**src/rtl/mer_pkg.sv**
```systemverilog
package mer_pkg;
  localparam int NUM_EV  = 6;
  localparam int NUM_NTF = 4;

  localparam int EV_UC_WR    = 0;
  localparam int EV_UC_RD    = 1;
  localparam int EV_UC_SCRUB = 2;
  localparam int EV_C_RD     = 3;
  localparam int EV_THRESH   = 4;
  localparam int EV_TESTDONE = 5;

  localparam logic [2:0] A_STATUS = 3'd0;
  localparam logic [2:0] A_ROUTE0 = 3'd1;
  localparam logic [2:0] A_THRESH = 3'd5;
  localparam logic [2:0] A_COUNT  = 3'd6;
  localparam logic [2:0] A_CLASS  = 3'd7;

  typedef enum logic [1:0] {
    CLS_STATUS = 2'b00,
    CLS_CORR   = 2'b01,
    CLS_FATAL  = 2'b10
  } ev_class_e;

  function automatic ev_class_e class_of(int idx);
    if (idx <= EV_UC_SCRUB) return CLS_FATAL;
    else if (idx == EV_C_RD) return CLS_CORR;
    else return CLS_STATUS;
  endfunction
endpackage

```
**src/rtl/mer_status.sv**
```systemverilog
module mer_status #(
  parameter int NUM_EV = 6
) (
  input  logic              clk,
  input  logic              rst_n,
  input  logic [NUM_EV-1:0] ev_set,
  input  logic [NUM_EV-1:0] clr_mask,
  output logic [NUM_EV-1:0] st_q
);
  logic [NUM_EV-1:0] st_n;

  always_comb begin
    st_n = (st_q & ~clr_mask) | ev_set;
  end

  always_ff @(posedge clk or negedge rst_n) begin
    if (!rst_n) st_q <= '0;
    else        st_q <= st_n;
  end
endmodule

```
**src/rtl/mer_counter.sv**
```systemverilog
module mer_counter #(
  parameter int CNT_W = 16,
  parameter int INC_W = 2
) (
  input  logic             clk,
  input  logic             rst_n,
  input  logic [INC_W-1:0] inc,
  input  logic             clr,
  input  logic [CNT_W-1:0] thr,
  output logic [CNT_W-1:0] cnt_q,
  output logic             thr_ev
);
  localparam logic [CNT_W:0] CNT_MAX = {1'b0, {CNT_W{1'b1}}};

  logic             armed_q, armed_n;
  logic [CNT_W-1:0] cnt_n;
  logic [CNT_W:0]   sum;

  always_comb begin
    thr_ev = armed_q && (cnt_q > thr);
    sum    = {1'b0, cnt_q} + {{(CNT_W+1-INC_W){1'b0}}, inc};
    if (clr) begin
      cnt_n   = '0;
      armed_n = 1'b1;
    end else begin
      cnt_n   = (sum > CNT_MAX) ? CNT_MAX[CNT_W-1:0] : sum[CNT_W-1:0];
      armed_n = thr_ev ? 1'b0 : armed_q;
    end
  end

  always_ff @(posedge clk or negedge rst_n) begin
    if (!rst_n) begin
      cnt_q   <= '0;
      armed_q <= 1'b1;
    end else begin
      cnt_q   <= cnt_n;
      armed_q <= armed_n;
    end
  end
endmodule

```
**src/rtl/mer_route.sv**
```systemverilog
module mer_route #(
  parameter int NUM_EV  = 6,
  parameter int NUM_NTF = 4
) (
  input  logic [NUM_EV-1:0]              st,
  input  logic [NUM_NTF-1:0][NUM_EV-1:0] en,
  output logic [NUM_NTF-1:0]             ntf
);
  for (genvar k = 0; k < NUM_NTF; k++) begin : g_line
    assign ntf[k] = |(st & en[k]);
  end
endmodule

```
**src/rtl/mem_err_router.sv**
```systemverilog
module mem_err_router
  import mer_pkg::*;
#(
  parameter int DATA_W = 16,
  parameter int CNT_W  = 16
) (
  input  logic              clk,
  input  logic              rst_n,
  input  logic              ev_uc_wr,
  input  logic              ev_uc_rd,
  input  logic              ev_uc_scrub,
  input  logic              ev_c_rd,
  input  logic              ev_test_done,
  input  logic              reg_we,
  input  logic [2:0]        reg_addr,
  input  logic [DATA_W-1:0] reg_wdata,
  output logic [DATA_W-1:0] reg_rdata,
  output logic              ntf_sci,
  output logic              ntf_smi,
  output logic              ntf_serr,
  output logic              ntf_mcerr,
  output logic [5:0]        sts_vec,
  output logic              rpt_nonfatal,
  output logic              rpt_fatal
);
  localparam int CLS_W = 2 * NUM_EV;

  // reset: asserted asynchronously, released on the clock
  logic [1:0] rst_sync_q;
  logic       rst_int_n;
  always_ff @(posedge clk or negedge rst_n) begin
    if (!rst_n) rst_sync_q <= 2'b00;
    else        rst_sync_q <= {rst_sync_q[0], 1'b1};
  end
  assign rst_int_n = rst_sync_q[1];

  logic [NUM_EV-1:0]              ev_vec, clr_mask, st_q;
  logic [NUM_NTF-1:0][NUM_EV-1:0] route_q;
  logic [NUM_NTF-1:0]             ntf_vec;
  logic [CNT_W-1:0]               thr_q, thr_n, cnt_q;
  logic                           thr_ev, cnt_clr, thr_we;
  logic [1:0]                     err_inc;
  logic [CLS_W-1:0]               cls_vec;

  assign err_inc  = {1'b0, ev_uc_rd} + {1'b0, ev_uc_scrub} + {1'b0, ev_c_rd};
  assign ev_vec   = {ev_test_done, thr_ev, ev_c_rd, ev_uc_scrub, ev_uc_rd, ev_uc_wr};
  assign clr_mask = (reg_we && reg_addr == A_STATUS) ? reg_wdata[NUM_EV-1:0] : '0;
  assign cnt_clr  = reg_we && (reg_addr == A_COUNT);
  assign thr_we   = reg_we && (reg_addr == A_THRESH);

  mer_status #(.NUM_EV(NUM_EV)) u_status (
    .clk(clk), .rst_n(rst_int_n), .ev_set(ev_vec), .clr_mask(clr_mask), .st_q(st_q)
  );

  mer_counter #(.CNT_W(CNT_W), .INC_W(2)) u_counter (
    .clk(clk), .rst_n(rst_int_n), .inc(err_inc), .clr(cnt_clr),
    .thr(thr_q), .cnt_q(cnt_q), .thr_ev(thr_ev)
  );

  mer_route #(.NUM_EV(NUM_EV), .NUM_NTF(NUM_NTF)) u_route (
    .st(st_q), .en(route_q), .ntf(ntf_vec)
  );

  // routing masks, one per notification line
  for (genvar k = 0; k < NUM_NTF; k++) begin : g_route
    logic              wr_en;
    logic [NUM_EV-1:0] mask_n;
    assign wr_en = reg_we && (reg_addr == A_ROUTE0 + 3'(k));
    always_comb mask_n = wr_en ? reg_wdata[NUM_EV-1:0] : route_q[k];
    always_ff @(posedge clk or negedge rst_int_n) begin
      if (!rst_int_n) route_q[k] <= '0;
      else            route_q[k] <= mask_n;
    end
  end

  always_comb thr_n = thr_we ? reg_wdata[CNT_W-1:0] : thr_q;
  always_ff @(posedge clk or negedge rst_int_n) begin
    if (!rst_int_n) thr_q <= '0;
    else            thr_q <= thr_n;
  end

  for (genvar i = 0; i < NUM_EV; i++) begin : g_cls
    assign cls_vec[2*i +: 2] = class_of(i);
  end

  always_comb begin
    reg_rdata = '0;
    case (reg_addr)
      A_STATUS: reg_rdata[NUM_EV-1:0] = st_q;
      A_THRESH: reg_rdata[CNT_W-1:0]  = thr_q;
      A_COUNT:  reg_rdata[CNT_W-1:0]  = cnt_q;
      A_CLASS:  reg_rdata[CLS_W-1:0]  = cls_vec;
      default:  reg_rdata[NUM_EV-1:0] = route_q[reg_addr - A_ROUTE0];
    endcase
  end

  assign ntf_sci      = ntf_vec[0];
  assign ntf_smi      = ntf_vec[1];
  assign ntf_serr     = ntf_vec[2];
  assign ntf_mcerr    = ntf_vec[3];
  assign sts_vec      = st_q;
  assign rpt_nonfatal = |st_q;
  assign rpt_fatal    = 1'b0;
endmodule

```
**config.mk**
```make
export PLATFORM = sky130hd
export DESIGN_NAME = mem_err_router
export DESIGN_NICKNAME = d
export VERILOG_FILES = /design/src/rtl/mer_pkg.sv /design/src/rtl/mer_status.sv /design/src/rtl/mer_counter.sv /design/src/rtl/mer_route.sv /design/src/rtl/mem_err_router.sv
export SDC_FILE = /design/constraint.sdc
export NUM_CORES = 1
export LEC_CHECK = 0
export BUFFER_PORTS_ARGS = -buffer_cell sky130_fd_sc_hd__buf_2
export CORE_MARGIN = 10
export CORE_UTILIZATION = 62
export DETAILED_ROUTE_END_ITERATION = 7
export GPL_TIMING_DRIVEN = 0
export PLACE_DENSITY = 0.86
export SETUP_SLACK_MARGIN = 0.4
export SYNTH_ARGS = -nofsm -noshare
export SYNTH_HDL_FRONTEND = slang
export SYNTH_SLANG_ARGS = --single-unit
```
**constraint.sdc**
```tcl
create_clock -name clk -period 5.8 [get_ports clk]
set_clock_uncertainty 0.15 [all_clocks]
set_input_delay 0.58 -clock clk [delete_from_list [all_inputs] [get_ports clk]]
set_output_delay 0.58 -clock clk [all_outputs]
set_load 0.1 [all_outputs]
```
Yosys cells after proc, flatten, opt, wreduce, memory -nomap -nowiden
Index checks and enable logic that the tools add are counted.
W data, S select, Z words.
- add/subtract/negate cells: 4
- multiply operators: 0
- div/mod/pow operators: 0
- $lt $le $gt $ge: 3
- eq/ne operators: 7
- shift-type cells: 0
- muxes and demuxes: 10
- bitwise gates (word level): 7
- reductions and logical operators: 15
- operators by type and width (operator ; count):
    $mux W16 ; 2
    $and A6 B6 Y6 ; 5
    $reduce_or A6 Y1 ; 5
    $pmux W6 S4 ; 1
    $pmux W6 S3 ; 1
    $add A16 B2 Y17 ; 1
    $gt A17 B16 Y1 const B ; 1
    $gt A16 B16 Y1 ; 1
    $bmux W6 S2 ; 1
    $eq A3 B3 Y1 const B ; 4
    $mux W6 ; 2
    $logic_and A1 B1 Y1 ; 8
    $pmux W4 S2 ; 1
    $eq A3 B2 Y1 const B ; 2
    $not A6 Y6 ; 1
    $or A6 B6 Y6 ; 1
    $eq A3 B1 Y1 const B ; 1
    $logic_not A3 Y1 ; 1
    $lt A3 B3 Y1 const B ; 1
    $sub A3 B1 Y3 const B ; 1
    $add A1 B1 Y2 ; 1
    $add A2 B1 Y2 ; 1
    $mux W1 ; 2
    $reduce_bool A2 Y1 ; 1
- bits in registers: 65
- bits in latches: 0
- RAM bits: 0
- memory bits (read-only): 0
- logic and storage cells: 55
- memories: 0

Depth between registers and ports, before layout
- word-level depth: 6
- gate-level depth with buffers: 10
- gate-level depth less buffers: 9

By module
A second synthesis with hierarchy kept.
- cell total of the unflattened synthesis: 349
- area total of the unflattened synthesis: 3925.0 sq um
- by module, submodules not included (module ; instances ; cells an instance ; area an instance (sq um)):
    mem_err_router ; 1 ; 173 ; 2233.4
    mer_counter ; 1 ; 142 ; 1363.8
    mer_status ; 1 ; 18 ; 217.7
    mer_route ; 1 ; 16 ; 110.1

Least setup slack after synthesis
No wires, ideal clock.
- path kind: in2out
- start point: input reg_addr[0]
- end point: output reg_rdata[0]
- arrival time: 3.605 ns
- data required time: 5.070 ns
- setup slack: 1.465 ns
- cell stages on the path: 7
- path buffers: 2
- path through: buf_2 inv_1 ha_1 buf_2 nor3_1 a21oi_1 o21ai_0
- word-level cells in the longest chain between the ends: 4
- elaborated cells between the ends (all ways): 8
- ends and longest elaborated chain (what ; line ; RTL):
    from (decl) ; mem_err_router.sv:15 ; input logic [2:0] reg_addr,
    $sub A3 B1 Y3 ; mem_err_router.sv:93 ; default: reg_rdata[NUM_EV-1:0] = route_q[reg_addr - A_ROUTE0];
    $bmux W6 S2 ; mem_err_router.sv:93 ;
    $mux W6 (not written as such) ; mem_err_router.sv:93 ;
    $pmux W6 S4 * ; mem_err_router.sv:88 ; case (reg_addr)
    to (decl) ; mem_err_router.sv:17 ; output logic [DATA_W-1:0] reg_rdata,
Every way passes the cells marked *; elsewhere a longest branch is shown, timed or not. The select of a mux whose other input is x is not followed.

Final worst setup path
- start point: input reg_addr[0]
- end point: output reg_rdata[2]
Same word-level chain as after synthesis.

==> results.txt <==
The run finished with clean final reports. The placeable core region was 5920 µm². The first routing iteration left 280 violations. The highest achievable clock rate is 302 MHz. The via count of the first global-routing pass was 3284. TritonCTS built the clock tree. Summed over all failing endpoints, the final setup total negative slack is 0 ns. The first TritonRoute pass finished after 5 iterations. The tools report the starting utilization of the core area as 63.6%. Sequential cells were found to cover 43.2% of the synthesized design area. First-pass GRT wire length: 16.5 mm. For the post-synthesis instance total, the log shows 348. The TritonCTS sink count came out at 65. The startpoint-to-endpoint class of the critical path was in2out. The number of DRC violations after detailed routing is 0, and the average wire length per cell after detail routing is 19.6 µm. The overall die height was 97.9 µm; the number of slew-limit violations in the final report was 0. The type of destination of the critical path was an output port. Of all nets on the critical path, the largest fanout is 10. The launch instance of the worst register-to-register path was u_counter.cnt_q[0]. Setup violations remaining at the end of the flow were counted as 0.

For the number of endpoints with negative hold slack in the final report, the log shows 0. In this run the worst setup path terminates at reg_rdata[2]. The shortest period the worst path allows is 3.31 ns.

The run gives 0 as the number of antenna violations at the first check in global routing. Type of the worst min-delay path: reg2async. Of the post-synthesis cell area, the dominant cell type holds 42.5%. Yosys mapped a number of flops with a built-in enable equal to 0. The worst register-to-register path has a depth of 10. Once placement completed, the tool counted placed cells totaling 477. Counting the buffers created by CTS gives 9. Max-cap violations in this run came to 0. During I/O placement, the number of pins put on the boundary was 55. In the synthesized netlist the async set-or-reset flop fraction comes to 100%. CTS placed an instance of sky130_fd_sc_hd__clkbuf_8 at the clock tree root. The remaining number of nets flagged by the antenna check after routing is 0. Capturing point of the worst reg2reg path: u_counter.cnt_q[3].

Routability-driven placement finished with a final weighted congestion of 0.943. Cells with a size suffix above 1 make up 30.3% of the layout. The dominant register cell in the synthesized netlist was sky130_fd_sc_hd__dfrtp_1. The overall die width was 97.9 µm; the site row count was 28.

Data arrives at the worst endpoint at 2.58 ns. In this run the static leakage power is 0.00202 µW. The synthesized design spends more area on one cell type than any other, namely sky130_fd_sc_hd__dfrtp_1. The library cells used most frequently in the layout, excluding fill and tap cells, are sky130_fd_sc_hd__dfrtp_1 (63), sky130_fd_sc_hd__buf_2 (58), sky130_fd_sc_hd__mux2_2 (40). Yosys printed 0 warnings. At the end of the flow, the number of nets in the layout was 465.

The clock reaches the later pin of the worst-skew pair after 0.35 ns. VDD sags by at most 0.204 mV. The clock slew seen by the registers of the worst setup and hold paths is 0.08 ns, and the number of H-tree levels is 3.

In this run the power density over the cells is 352 nW/µm². The global router's overall resource usage was 20.7%; the HPWL after detailed placement was 7.06 mm. The buffer levels on the longest clock path was 2; the area growth from synthesis to layout was 15.2%. Sorting the synthesized cells by area gives the leading types as sky130_fd_sc_hd__dfrtp_1 (43%), sky130_fd_sc_hd__mux2_2 (12%), sky130_fd_sc_hd__ha_1 (7.3%), sky130_fd_sc_hd__a22oi_1 (5.6%), sky130_fd_sc_hd__mux4_2 (3.6%). The synthesized area per cell was 10.8 µm². The post-route clock period utilization was 57.1%. The maximum number of pins on one net before global-route repair was 43. Dividing the detail-routed via count by the number of cells gives 6.32. The logs give 3123 for the via count and 38 for the number of distinct library cells after synthesis. For the total inserted antenna cells, the log shows 0. In this run the register-to-register setup slack is 2.95 ns. The worst setup path is launched from an input pin.

For the synthesized net count, the log shows 399. Worst endpoint required time: 5.07 ns. Global routing finished with a remaining overflow of 0. The most critical setup path has its startpoint at reg_addr[0]. The number of synthesized register bits is 65, and the total of buffers placed on input and output ports is 53.

Once layout is complete, the cells apart from fillers number 494. Setup repair after global routing left no endpoint under its margin. The die covers 9590 µm².

Summed over all layers, the routed wires come to 9.70 mm. The mapped netlist covers 3770 µm². Leaving out fill and tap cells, the most frequent cell in the layout is sky130_fd_sc_hd__dfrtp_1.
-- power breakdown --
| part | total, µW | switching (µW) | internal (µW) |
|---|---|---|---|
| sequential | 646 | 102 | 544 |
| clock | 359 | 192 | 167 |
| combinational | 521 | 321 | 200 |
| total | 1530 | 615 | 911 |
-- worst min-delay path by stage --
stage / from / end / slack, ns / cells after the start
6_report: rst_sync_q[1] / route_q[5] / 0.08 / 0
5_1_grt: rst_sync_q[1] / route_q[2] / 0.12 / 0
4_1_cts: rst_sync_q[1] / route_q[2] / 0.1 / 0
3_5_place_dp: rst_sync_q[1] / thr_q[9] / 0.09 / 0
3_3_place_gp: rst_sync_q[0] / rst_sync_q[1] / 0.19 / 0
2_1_floorplan: rst_n / rst_sync_q[0] / 0.13 / 0
-- per-layer routing --
metal / up-vias / track usage (%) / wire [µm]
li1: 1387 / - / -
met1: 1553 / 26.4 / 4120
met2: 160 / 32.7 / 4570
met3: 23 / 5.92 / 829
met4: 0 / 7.61 / 179
met5: - / 0 / 0
-- synthesized netlist by cell type, types with 2 or more instances --
library cell / count
sky130_fd_sc_hd__a21o_1: 6
sky130_fd_sc_hd__a21oi_1: 21
sky130_fd_sc_hd__a221o_1: 4
sky130_fd_sc_hd__a22o_1: 3
sky130_fd_sc_hd__a22oi_1: 28
sky130_fd_sc_hd__a31oi_1: 2
sky130_fd_sc_hd__and2_1: 2
sky130_fd_sc_hd__and3_1: 7
sky130_fd_sc_hd__and4_1: 2
sky130_fd_sc_hd__buf_1: 3
sky130_fd_sc_hd__buf_2: 5
sky130_fd_sc_hd__buf_4: 2
sky130_fd_sc_hd__clkbuf_1: 4
sky130_fd_sc_hd__conb_1: 2
sky130_fd_sc_hd__dfrtp_1: 64
sky130_fd_sc_hd__fa_1: 2
sky130_fd_sc_hd__ha_1: 22
sky130_fd_sc_hd__inv_1: 28
sky130_fd_sc_hd__mux2_2: 40
sky130_fd_sc_hd__mux2i_1: 2
sky130_fd_sc_hd__mux4_2: 6
sky130_fd_sc_hd__nand2_1: 21
sky130_fd_sc_hd__nand3_1: 10
sky130_fd_sc_hd__nand4_1: 7
sky130_fd_sc_hd__nor2_1: 6
sky130_fd_sc_hd__nor2b_1: 15
sky130_fd_sc_hd__nor3_1: 5
sky130_fd_sc_hd__o21ai_0: 10
sky130_fd_sc_hd__xnor2_1: 2
sky130_fd_sc_hd__xor2_1: 9
-- flip-flops by register name, indices dropped and copies added (netlist names) --
name               flops
route_q               24
thr_q                 16
u_counter.cnt_q       16
u_status.st_q          6
rst_sync_q             2
u_counter.armed_q      1
-- repair_timing --
item | in CTS | in global routing
setup buffers | 0 | 0
gates resized for setup | 0 | 0
hold buffers | 1 | 0
endpoints found under the setup margin | 0 | 0
endpoints found under the hold margin | 2 | 0
-- metrics by stage --
stage	hold slack (ns)	util [%]	worst slack (ns)	area (µm²)	power [µW]
floorplan	0.134	-	1.46	3770	1030
global placement	0.187	69.7	2.53	4130	1130
detailed placement	0.0930	70.0	2.49	4150	1160
CTS	0.0994	73.3	2.50	4340	1520
global route	0.118	73.3	2.39	4340	1620
finish	0.0834	73.3	2.49	4340	1530
-- worst max-delay path: stages --
cell and delay [ns]:
sky130_fd_sc_hd__buf_2 0.12, sky130_fd_sc_hd__buf_2 0.20, sky130_fd_sc_hd__inv_1 0.11, sky130_fd_sc_hd__ha_1 0.14, sky130_fd_sc_hd__buf_2 0.21, sky130_fd_sc_hd__buf_1 0.39, sky130_fd_sc_hd__a22o_1 0.20, sky130_fd_sc_hd__a22oi_1 0.07
sky130_fd_sc_hd__o21ai_0 0.11, sky130_fd_sc_hd__buf_2 0.46
-- cell families after synthesis --
family | after synthesis | share of synthesized area, %
other cells | 2 | 0.199
simple gates | 80 | 11.6
xor+xnor | 11 | 2.56
fa+ha+maj | 24 | 8.37
flops | 65 | 43.2
buf+inv | 42 | 4.55
compound gates | 76 | 13.4
mux | 48 | 16.1
-- cell type report --
cell class	instances	area, µm²
buffer	14	66.3
clock buffer	10	138
clock inverter	6	43.8
fill	423	1580
inverter	28	105
multi-input combinational	241	1970
sequential	65	1630
tap	75	93.8
timing repair buffer	55	295
(Power assumes the default switching activity.)
